--- config.mk ---
export PLATFORM = sky130hd
export DESIGN_NAME = sd_dpath_suspend
export DESIGN_NICKNAME = d
export VERILOG_FILES = /design/src/rtl/sd_dpath_suspend.sv
export SDC_FILE = /design/constraint.sdc
export NUM_CORES = 1
export LEC_CHECK = 0
export BUFFER_PORTS_ARGS = -buffer_cell sky130_fd_sc_hd__buf_4
export CORE_UTILIZATION = 45
export CTS_BUF_LIST = sky130_fd_sc_hd__clkbuf_2 sky130_fd_sc_hd__clkbuf_4 sky130_fd_sc_hd__clkbuf_8
export CTS_CLUSTER_DIAMETER = 120
export CTS_CLUSTER_SIZE = 30
export DETAILED_ROUTE_END_ITERATION = 10
export PLACE_DENSITY = 0.77
export SYNTH_ARGS = -nofsm -noshare
export SYNTH_HDL_FRONTEND = slang
export SYNTH_SLANG_ARGS = --single-unit
export TNS_END_PERCENT = 30
--- constraint.sdc ---
create_clock -name clk -period 1.55 [get_ports clk]
set_input_delay 0.3875 -clock clk [delete_from_list [all_inputs] [get_ports clk]]
set_output_delay 0.3875 -clock clk [all_outputs]
set_load 0.005 [all_outputs]
--- src/rtl/sd_dpath_suspend.sv ---
module sd_dpath_suspend #(
  parameter logic [2:0] TOK_OK = 3'b010
) (
  input  logic       clk,
  input  logic       rst_n,
  input  logic       dp_en,
  input  logic       start,
  input  logic       dir_rd,
  input  logic       blk_done,
  input  logic       suspend_ack,
  input  logic       rw_req,
  input  logic       sdio_mode,
  input  logic       d0,
  input  logic       d1,
  input  logic       fifo_empty,
  input  logic       irq_clr,
  output logic [2:0] state,
  output logic       crc_fail,
  output logic       sdio_irq
);
  localparam logic [2:0] IDLE = 3'd0, SEND = 3'd1, BUSY = 3'd2,
                         WAITR = 3'd3, RECV = 3'd4, RWAIT = 3'd5;

  logic [2:0] nxt, tok, cnt;
  logic       susp, rd_final;

  wire tok_end  = (state == BUSY) && (cnt == 3'd4);
  wire tok_good = (tok == TOK_OK) && d0;
  wire go       = (state == IDLE) && start && dp_en;
  wire irq_hit  = sdio_mode && (state == RWAIT) && !d1;

  always_comb begin
    nxt = state;
    case (state)
      IDLE:  if (start) nxt = dir_rd ? WAITR : SEND;
      SEND:  if (blk_done) nxt = BUSY;
      BUSY:  if (tok_end) nxt = (!tok_good || susp) ? IDLE : SEND;
      WAITR: begin
        if (rd_final) begin
          if (fifo_empty) nxt = IDLE;
        end else if (rw_req) nxt = RWAIT;
        else if (!d0) nxt = RECV;
      end
      RECV:  if (blk_done) nxt = WAITR;
      RWAIT: if (!rw_req) nxt = WAITR;
      default: nxt = IDLE;
    endcase
    if (!dp_en) nxt = IDLE;
  end

  always_ff @(posedge clk or negedge rst_n) begin
    if (!rst_n) begin
      state    <= IDLE;
      cnt      <= '0;
      tok      <= '0;
      susp     <= 1'b0;
      rd_final <= 1'b0;
      crc_fail <= 1'b0;
      sdio_irq <= 1'b0;
    end else begin
      state <= nxt;

      if (state != BUSY || tok_end) cnt <= '0;
      else if (cnt == 3'd0) begin
        if (!d0) cnt <= 3'd1;
      end else begin
        tok <= {tok[1:0], d0};
        cnt <= cnt + 3'd1;
      end

      if (nxt == IDLE) susp <= 1'b0;
      else if (suspend_ack && state != IDLE) susp <= 1'b1;

      if (nxt == IDLE) rd_final <= 1'b0;
      else if (state == RECV && blk_done && susp) rd_final <= 1'b1;

      if (go) crc_fail <= 1'b0;
      else if (tok_end && !tok_good) crc_fail <= 1'b1;

      if (irq_hit) sdio_irq <= 1'b1;
      else if (irq_clr) sdio_irq <= 1'b0;
    end
  end
endmodule


==> results_dict.tcl, run 1 <==
set metrics [dict create \
    critical_path_class "reg2reg" \
    grt_pass1_wl_um 3120 \
    syn_avg_cell_area_um2 9.90 \
    grt_max_degree 14 \
    failed_checks "negative setup slack" \
    first_pass_iters 4 \
    antenna_cells 0 \
    avgRoutedWirePerCell_um 17.3 \
    crit_path_end_kind "flip-flop" \
    finalCritPeriodShare_pct 104 \
    place_inst 119 \
    wl_um 2200 \
    nets 127 \
    nFillCells 117 \
    cellPowerDensity_mw_per_mm2 882 \
    top_layer "met4" \
    rows 14 \
    root_buffer "clkbuf_4" \
    timing.rr.start "state[2]$_DFF_PN0_" \
    regArea_um2 325 \
    cts_buffer_depth 2 \
    timing.fmax_mhz 618 \
    synthesis.area_um2 762 \
    gp_congestion 0.802 \
    io_pins 18 \
    cp_max_fo 5 \
    hp-class "in2reg" \
    track_usage_pct 24.6 \
    die_x_um 43.2 \
    rrSetupSlack_ps -70 \
    worst_hold_path.endpoint "sdio_irq$_DFFE_PN0P_" \
    layout_common_cells "29 x buf_4, 13 x dfrtp_1, 6 x nor2_1, 6 x a21oi_1, 5 x inv_1" \
    start_util_pct 49.4 \
    finalPower_w 0.00100 \
    finalSetupTns_ps -149 \
    yosysUniqueCellTypes 31 \
    min_period_ps 1620 \
    ant_nets 0 \
    stdcell_area_mm2 0.00114 \
    netlist_instances 77 \
    status "complete, but fails checks" \
    dpl_cell_area_um2 980 \
    wl_met1_um 875 \
    final_layout_size_suffix_gt1_share_pct 50.5 \
    fin_cells 127 \
    syn_nets 92 \
    numCtsBuffers 3 \
    regToRegEndpoint "rd_final$_DFFE_PN0P_" \
    die-area_mm2 0.00186 \
    htreeDepth 1 \
    layout_setup_ws_ps -66.9 \
    grt_setup_unrepaired "yes" \
    setup_violations 4 \
    required_ps 1730 \
    hpwl_um 1380 \
    ir_worst_vdd_mv 0.602 \
    tightest_slew_ps 283 \
    final_common_cell "buf_4" \
    multiInputGateArea_um2 483 \
    critPathArrivalTime_ps 1790 \
    wl_met3_um 57 \
    dieHeight_um 43.2 \
    hold_depth 2 \
    slew_viol_final 0 \
    grt_pass1_vias 683 \
    fp.coreArea_mm2 0.00154 \
    synth_seq_cells 13 \
    crit_path_start_kind "flip-flop" \
    worst_r2r_path_depth 6 \
    viasPerCell 5.69 \
    clock_skew_ps 8.78 \
    clk_latency_ps 290 \
    port_buffers 17 \
    hold_start "d1" \
    maxCapViolCount 0 \
    vias 723 \
    clk_pin_slew_worst_paths_ps 90 \
    area_delta_synth_final_pct 49.1 \
    antenna_found_initial 0 \
    synth_warnings 0 \
    slew_headroom_pct 81.1 \
    overflow 0 \
    drt_iter0_markers 10 \
    drc 0 \
    yosysSeqAreaShare_pct 42.7 \
    cts.sinks 13 \
    hold_violations 0 \
    power_leakage_nw 0.533 \
    wl_met2_um 1210 \
    cts_tree "built" \
]
registers in the layout, summed over array words and instances, names as in the netlist:
signal,cells
susp,1
cnt,3
crc_fail,1
state,3
tok,3
sdio_irq,1
rd_final,1
worst max-delay path by stage:
stage | slack, ps | end | depth (start not counted) | start
detailed placement | -190 | susp$_DFFE_PN0P_ | 6 | state[2]$_DFF_PN0_
CTS | -6 | tok[1]$_DFFE_PN0P_ | 4 | state[2]$_DFF_PN0_
global route | -140 | rd_final$_DFFE_PN0P_ | 6 | state[2]$_DFF_PN0_
finish | -70 | rd_final$_DFFE_PN0P_ | 6 | state[2]$_DFF_PN0_
floorplan | -20 | rd_final$_DFFE_PN0P_ | 5 | cnt[0]$_DFFE_PN0P_
global placement | -150 | susp$_DFFE_PN0P_ | 6 | state[2]$_DFF_PN0_
power by group:
group          internal, W  switching (W)
Clock             0.000118       0.000122
Combinational     0.000198       0.000158
Sequential        0.000373      0.0000324
through the flow:
step | hold slack, ps | util (%) | worst slack [ps]
6_report | 255 | 73.7 | -66.9
5_1_grt | 262 | 73.7 | -141
4_1_cts | 262 | 70.6 | -5.66
3_5_place_dp | 244 | 63.6 | -189
3_3_place_gp | 241 | 63.6 | -151
2_1_floorplan | 91.9 | - | -15.4
worst max-delay path, cell delays in order, from the launching register on:
cell and delay, ps:
dfrtp_1 380, buf_4 160, nand3b_1 220, a21oi_2 240, a2111oi_2 110, buf_4 160
a311oi_1 250
cell usage after synthesis:
master	count	area, um^2
nor4_4	1	21.3
a211oi_2	1	12.5
a21o_1	1	7.51
a2111oi_1	1	10.0
or3_1	1	6.26
and2b_1	1	7.51
a41oi_1	1	8.76
xnor2_1	1	8.76
mux2i_1	1	10.0
or3b_1	2	17.5
nand4bb_1	1	11.3
nor2_1	7	26.3
o21ai_0	2	10.0
ha_1	2	25.0
o22ai_1	1	6.26
mux2_1	3	33.8
a21oi_1	10	50.1
buf_6	2	22.5
nand3_1	3	15.0
a211oi_1	1	7.51
nor4b_1	1	8.76
nand2b_1	3	18.8
o21a_1	1	7.51
nor3_1	1	5.00
inv_1	6	22.5
and2_1	1	6.26
nand2_1	3	11.3
dfrtp_1	13	325
a311oi_1	3	26.3
nand3b_1	1	7.51
buf_2	1	5.00
cell type report:
type / count / area share (%)
Clock buffer: 4 / 2.64
Tap cell: 16 / 1.76
Multi-Input combinational cell: 55 / 42.5
Sequential cell: 13 / 28.6
Inverter: 6 / 1.98
Timing Repair Buffer: 33 / 22.5
kinds of logic after synthesis:
| logic type | after synthesis | synth area share (%) |
|---|---|---|
| buffers and inverters | 9 | 6.57 |
| flip-flops | 13 | 42.7 |
| multiplexers | 4 | 5.75 |
| adder cells (fa/ha/maj) | 2 | 3.28 |
| AO/OA/AOI/OAI | 22 | 19.2 |
| AND/OR/NAND/NOR | 26 | 21.3 |
| XOR/XNOR | 1 | 1.15 |
layer usage:
| metal | up-vias | GRT usage (%) |
|---|---|---|
| met5 | - | 0 |
| met4 | 0 | 17.0 |
| met3 | 5 | 7.66 |
| met2 | 15 | 40.9 |
| met1 | 349 | 25.9 |
| li1 | 354 | - |
repair_timing:
action                                  in CTS  in global routing
hold buffers                                 1                  0
gates resized for setup                     12                 10
endpoints found under the setup margin       6                  6
pin swaps                                    4                  2
endpoints found under the hold margin       13                  0
setup buffers                                1                  1
cloned                                       0                  1
Power figures use the tool's default switching activity.
==> run 2: changes to the inputs <==
--- a/config.mk
+++ b/config.mk
@@ -6,12 +6,15 @@
 export NUM_CORES = 1
 export LEC_CHECK = 0
 export BUFFER_PORTS_ARGS = -buffer_cell sky130_fd_sc_hd__buf_4
-export CORE_UTILIZATION = 45
+export CELL_PAD_IN_SITES_DETAIL_PLACEMENT = 1
+export CELL_PAD_IN_SITES_GLOBAL_PLACEMENT = 2
+export CORE_UTILIZATION = 30
 export CTS_BUF_LIST = sky130_fd_sc_hd__clkbuf_2 sky130_fd_sc_hd__clkbuf_4 sky130_fd_sc_hd__clkbuf_8
 export CTS_CLUSTER_DIAMETER = 120
 export CTS_CLUSTER_SIZE = 30
 export DETAILED_ROUTE_END_ITERATION = 10
-export PLACE_DENSITY = 0.77
+export MAX_ROUTING_LAYER = met4
+export PLACE_DENSITY = 0.82
 export SYNTH_ARGS = -nofsm -noshare
 export SYNTH_HDL_FRONTEND = slang
 export SYNTH_SLANG_ARGS = --single-unit
==> run 2 against run 1 <==
The run still ends with negative setup slack left. Register-to-register slack better by 40 ps. Utilization down 21 points. Fmax about the same. Sequential power down 1%. Worst hold slack better by 11 ps. Sequential cell count unchanged. Non-clock buffer count up 4. Combinational power up 2%. Highest routed layer unchanged.
==> results_dict.tcl, run 2 (same netlist as run 1, synthesis figures left out) <==
set metrics [dict create \
    cts_tree "built" \
    comb_power_share_pct 36.2 \
    viasPerCell 5.13 \
    slowest_delay_ps 440 \
    p_sw_share_pct 31.2 \
    crit_path_cell_trace "buf_4 -> buf_4 -> buf_4 -> buf_4" \
    final_layout_size_suffix_gt1_share_pct 50.4 \
    cts.sinks 13 \
    status "complete, but fails checks" \
    hpwl_um 1470 \
    final_common_cell "buf_4" \
    failed_checks "negative setup slack" \
    clk_pin_slew_worst_paths_ps 90 \
    drt_iter0_markers 9 \
    grt_pass1_wl_um 3800 \
    worst_r2r_path_depth 5 \
    wl_um 2200 \
    regToRegEndpoint "rd_final$_DFFE_PN0P_" \
    required_ps 1160 \
    clock_skew_ps 3.58 \
    hp-class "in2reg" \
    first_pass_iters 3 \
    avgRoutedWirePerCell_um 15.4 \
    slew_viol_final 0 \
    critPathArrivalTime_ps 1230 \
    cpLargestDelayFamily "buffers and inverters" \
    numCtsBuffers 3 \
    start_util_pct 33.2 \
    critical_path_class "reg2out" \
    grt_pass1_vias 786 \
    power_frac_seq_pct 39.9 \
    fin_util_pct 52.5 \
    root_buffer "clkbuf_4" \
    grt_use_met3_pct 4.35 \
    gp_congestion 0.810 \
    io_pins 18 \
    biggestRegsByFlops "cnt x3, state x3, tok x3" \
    crit_end "state[2]" \
    hold_violations 0 \
    hold_depth 2 \
    maxCapViolCount 0 \
    crit_path_end_kind "primary output" \
    drc 0 \
    crit_path_start_kind "flip-flop" \
    cp_slowest_cell "dfrtp_2" \
    clk_latency_ps 290 \
    rrSetupSlack_ps -30 \
    die_x_um 52.4 \
    internal-power_w 0.000693 \
    stdcell_area_mm2 0.00120 \
    ir_worst_vdd_mv 0.610 \
    nFillCells 264 \
    top_usage_layer "met2" \
    antenna_found_initial 0 \
    ant_nets 0 \
    cpMostUsedCell "buf_4" \
    tightest_slew_ps 386 \
    cellPowerDensity_mw_per_mm2 836 \
    rows 17 \
    timing.fmax_mhz 618 \
    power_leakage_nw 0.559 \
    grtUsageMet2_pct 30.6 \
    cts_buffer_depth 2 \
    die-area_mm2 0.00275 \
    crit_path_start "state[2]$_DFF_PN0_" \
    nets 131 \
    gr-usage-met1_pct 26.6 \
    crit_cells 4 \
    layout_common_cells "31 x buf_4, 12 x dfrtp_1, 6 x inv_1, 6 x nor2_1, 6 x a21oi_1" \
    switchingPower_w 0.000314 \
    track_usage_pct 19.8 \
    port_buffers 17 \
    grt_setup_unrepaired "yes" \
    dieHeight_um 52.4 \
    htreeDepth 1 \
    fp.coreArea_mm2 0.00230 \
    dpl_cell_area_mm2 0.00100 \
    pwr-share-clk_pct 24.0 \
    antenna_cells 0 \
    finalCritPeriodShare_pct 104 \
    setup_violations 6 \
    area_delta_synth_final_pct 58.1 \
    cp_max_fo 4 \
    timing.rr.start "state[2]$_DFF_PN0_" \
    grt_max_degree 14 \
    vias 734 \
    slew_headroom_pct 74.0 \
    cp_num_buf_inv 4 \
    overflow 0 \
    layout_setup_ws_ps -68.0 \
    min_period_ps 1620 \
]
[run 2: worst min-delay path by stage]
stage,to,start,slack (ps)
global route,sdio_irq$_DFFE_PN0P_,d1,260
global placement,tok[2]$_DFFE_PN0P_,rst_n,240
finish,sdio_irq$_DFFE_PN0P_,d1,270
detailed placement,tok[1]$_DFFE_PN0P_,rst_n,240
floorplan,cnt[0]$_DFFE_PN0P_,rst_n,90
CTS,sdio_irq$_DFFE_PN0P_,d1,280
[run 2: power groups by stage]
stage	Sequential (W)	Combinational [W]	Clock, W
floorplan	0.000403	0.000135	0
global route	0.000405	0.000398	0.000254
CTS	0.000400	0.000295	0.000238
global placement	0.000402	0.000255	0
detailed placement	0.000404	0.000261	0
finish	0.000402	0.000364	0.000241
[run 2: area by class of cell]
cell class	instances	area, um^2	share of cell area, %
Multi-Input combinational cell	55	492	40.8
Sequential cell	13	327	27.1
Timing Repair Buffer	37	299	24.8
Tap cell	28	35.0	2.91
Clock buffer	4	30.0	2.49
Inverter	6	22.5	1.87
[run 2: layer usage]
metal | vias up | routed length [um]
met2 | 12 | 1120
li1 | 355 | -
met4 | 0 | 27
met5 | - | 0
met1 | 365 | 977
met3 | 2 | 68
[run 2: repair_timing]
action	CTS	global route
setup buffers	1	6
endpoints found under the setup margin	2	8
resized for setup	10	14
pin swaps	4	6
hold buffers	1	0
endpoints found under the hold margin	13	0
[run 2: through the flow]
| stage | worst slack (ps) | hold slack (ps) | power [W] | cells | TNS, ps |
|---|---|---|---|---|---|
| 4_1_cts | -22.7 | 276 | 0.000932 | 138 | -101 |
| 3_5_place_dp | -79.4 | 240 | 0.000665 | 132 | -118 |
| 6_report | -68.0 | 265 | 0.00101 | 143 | -129 |
| 2_1_floorplan | -15.4 | 91.9 | 0.000538 | 77 | -30.8 |
| 5_1_grt | -105 | 258 | 0.00106 | 143 | -564 |
| 3_3_place_gp | -20.4 | 240 | 0.000658 | 132 | -31.7 |
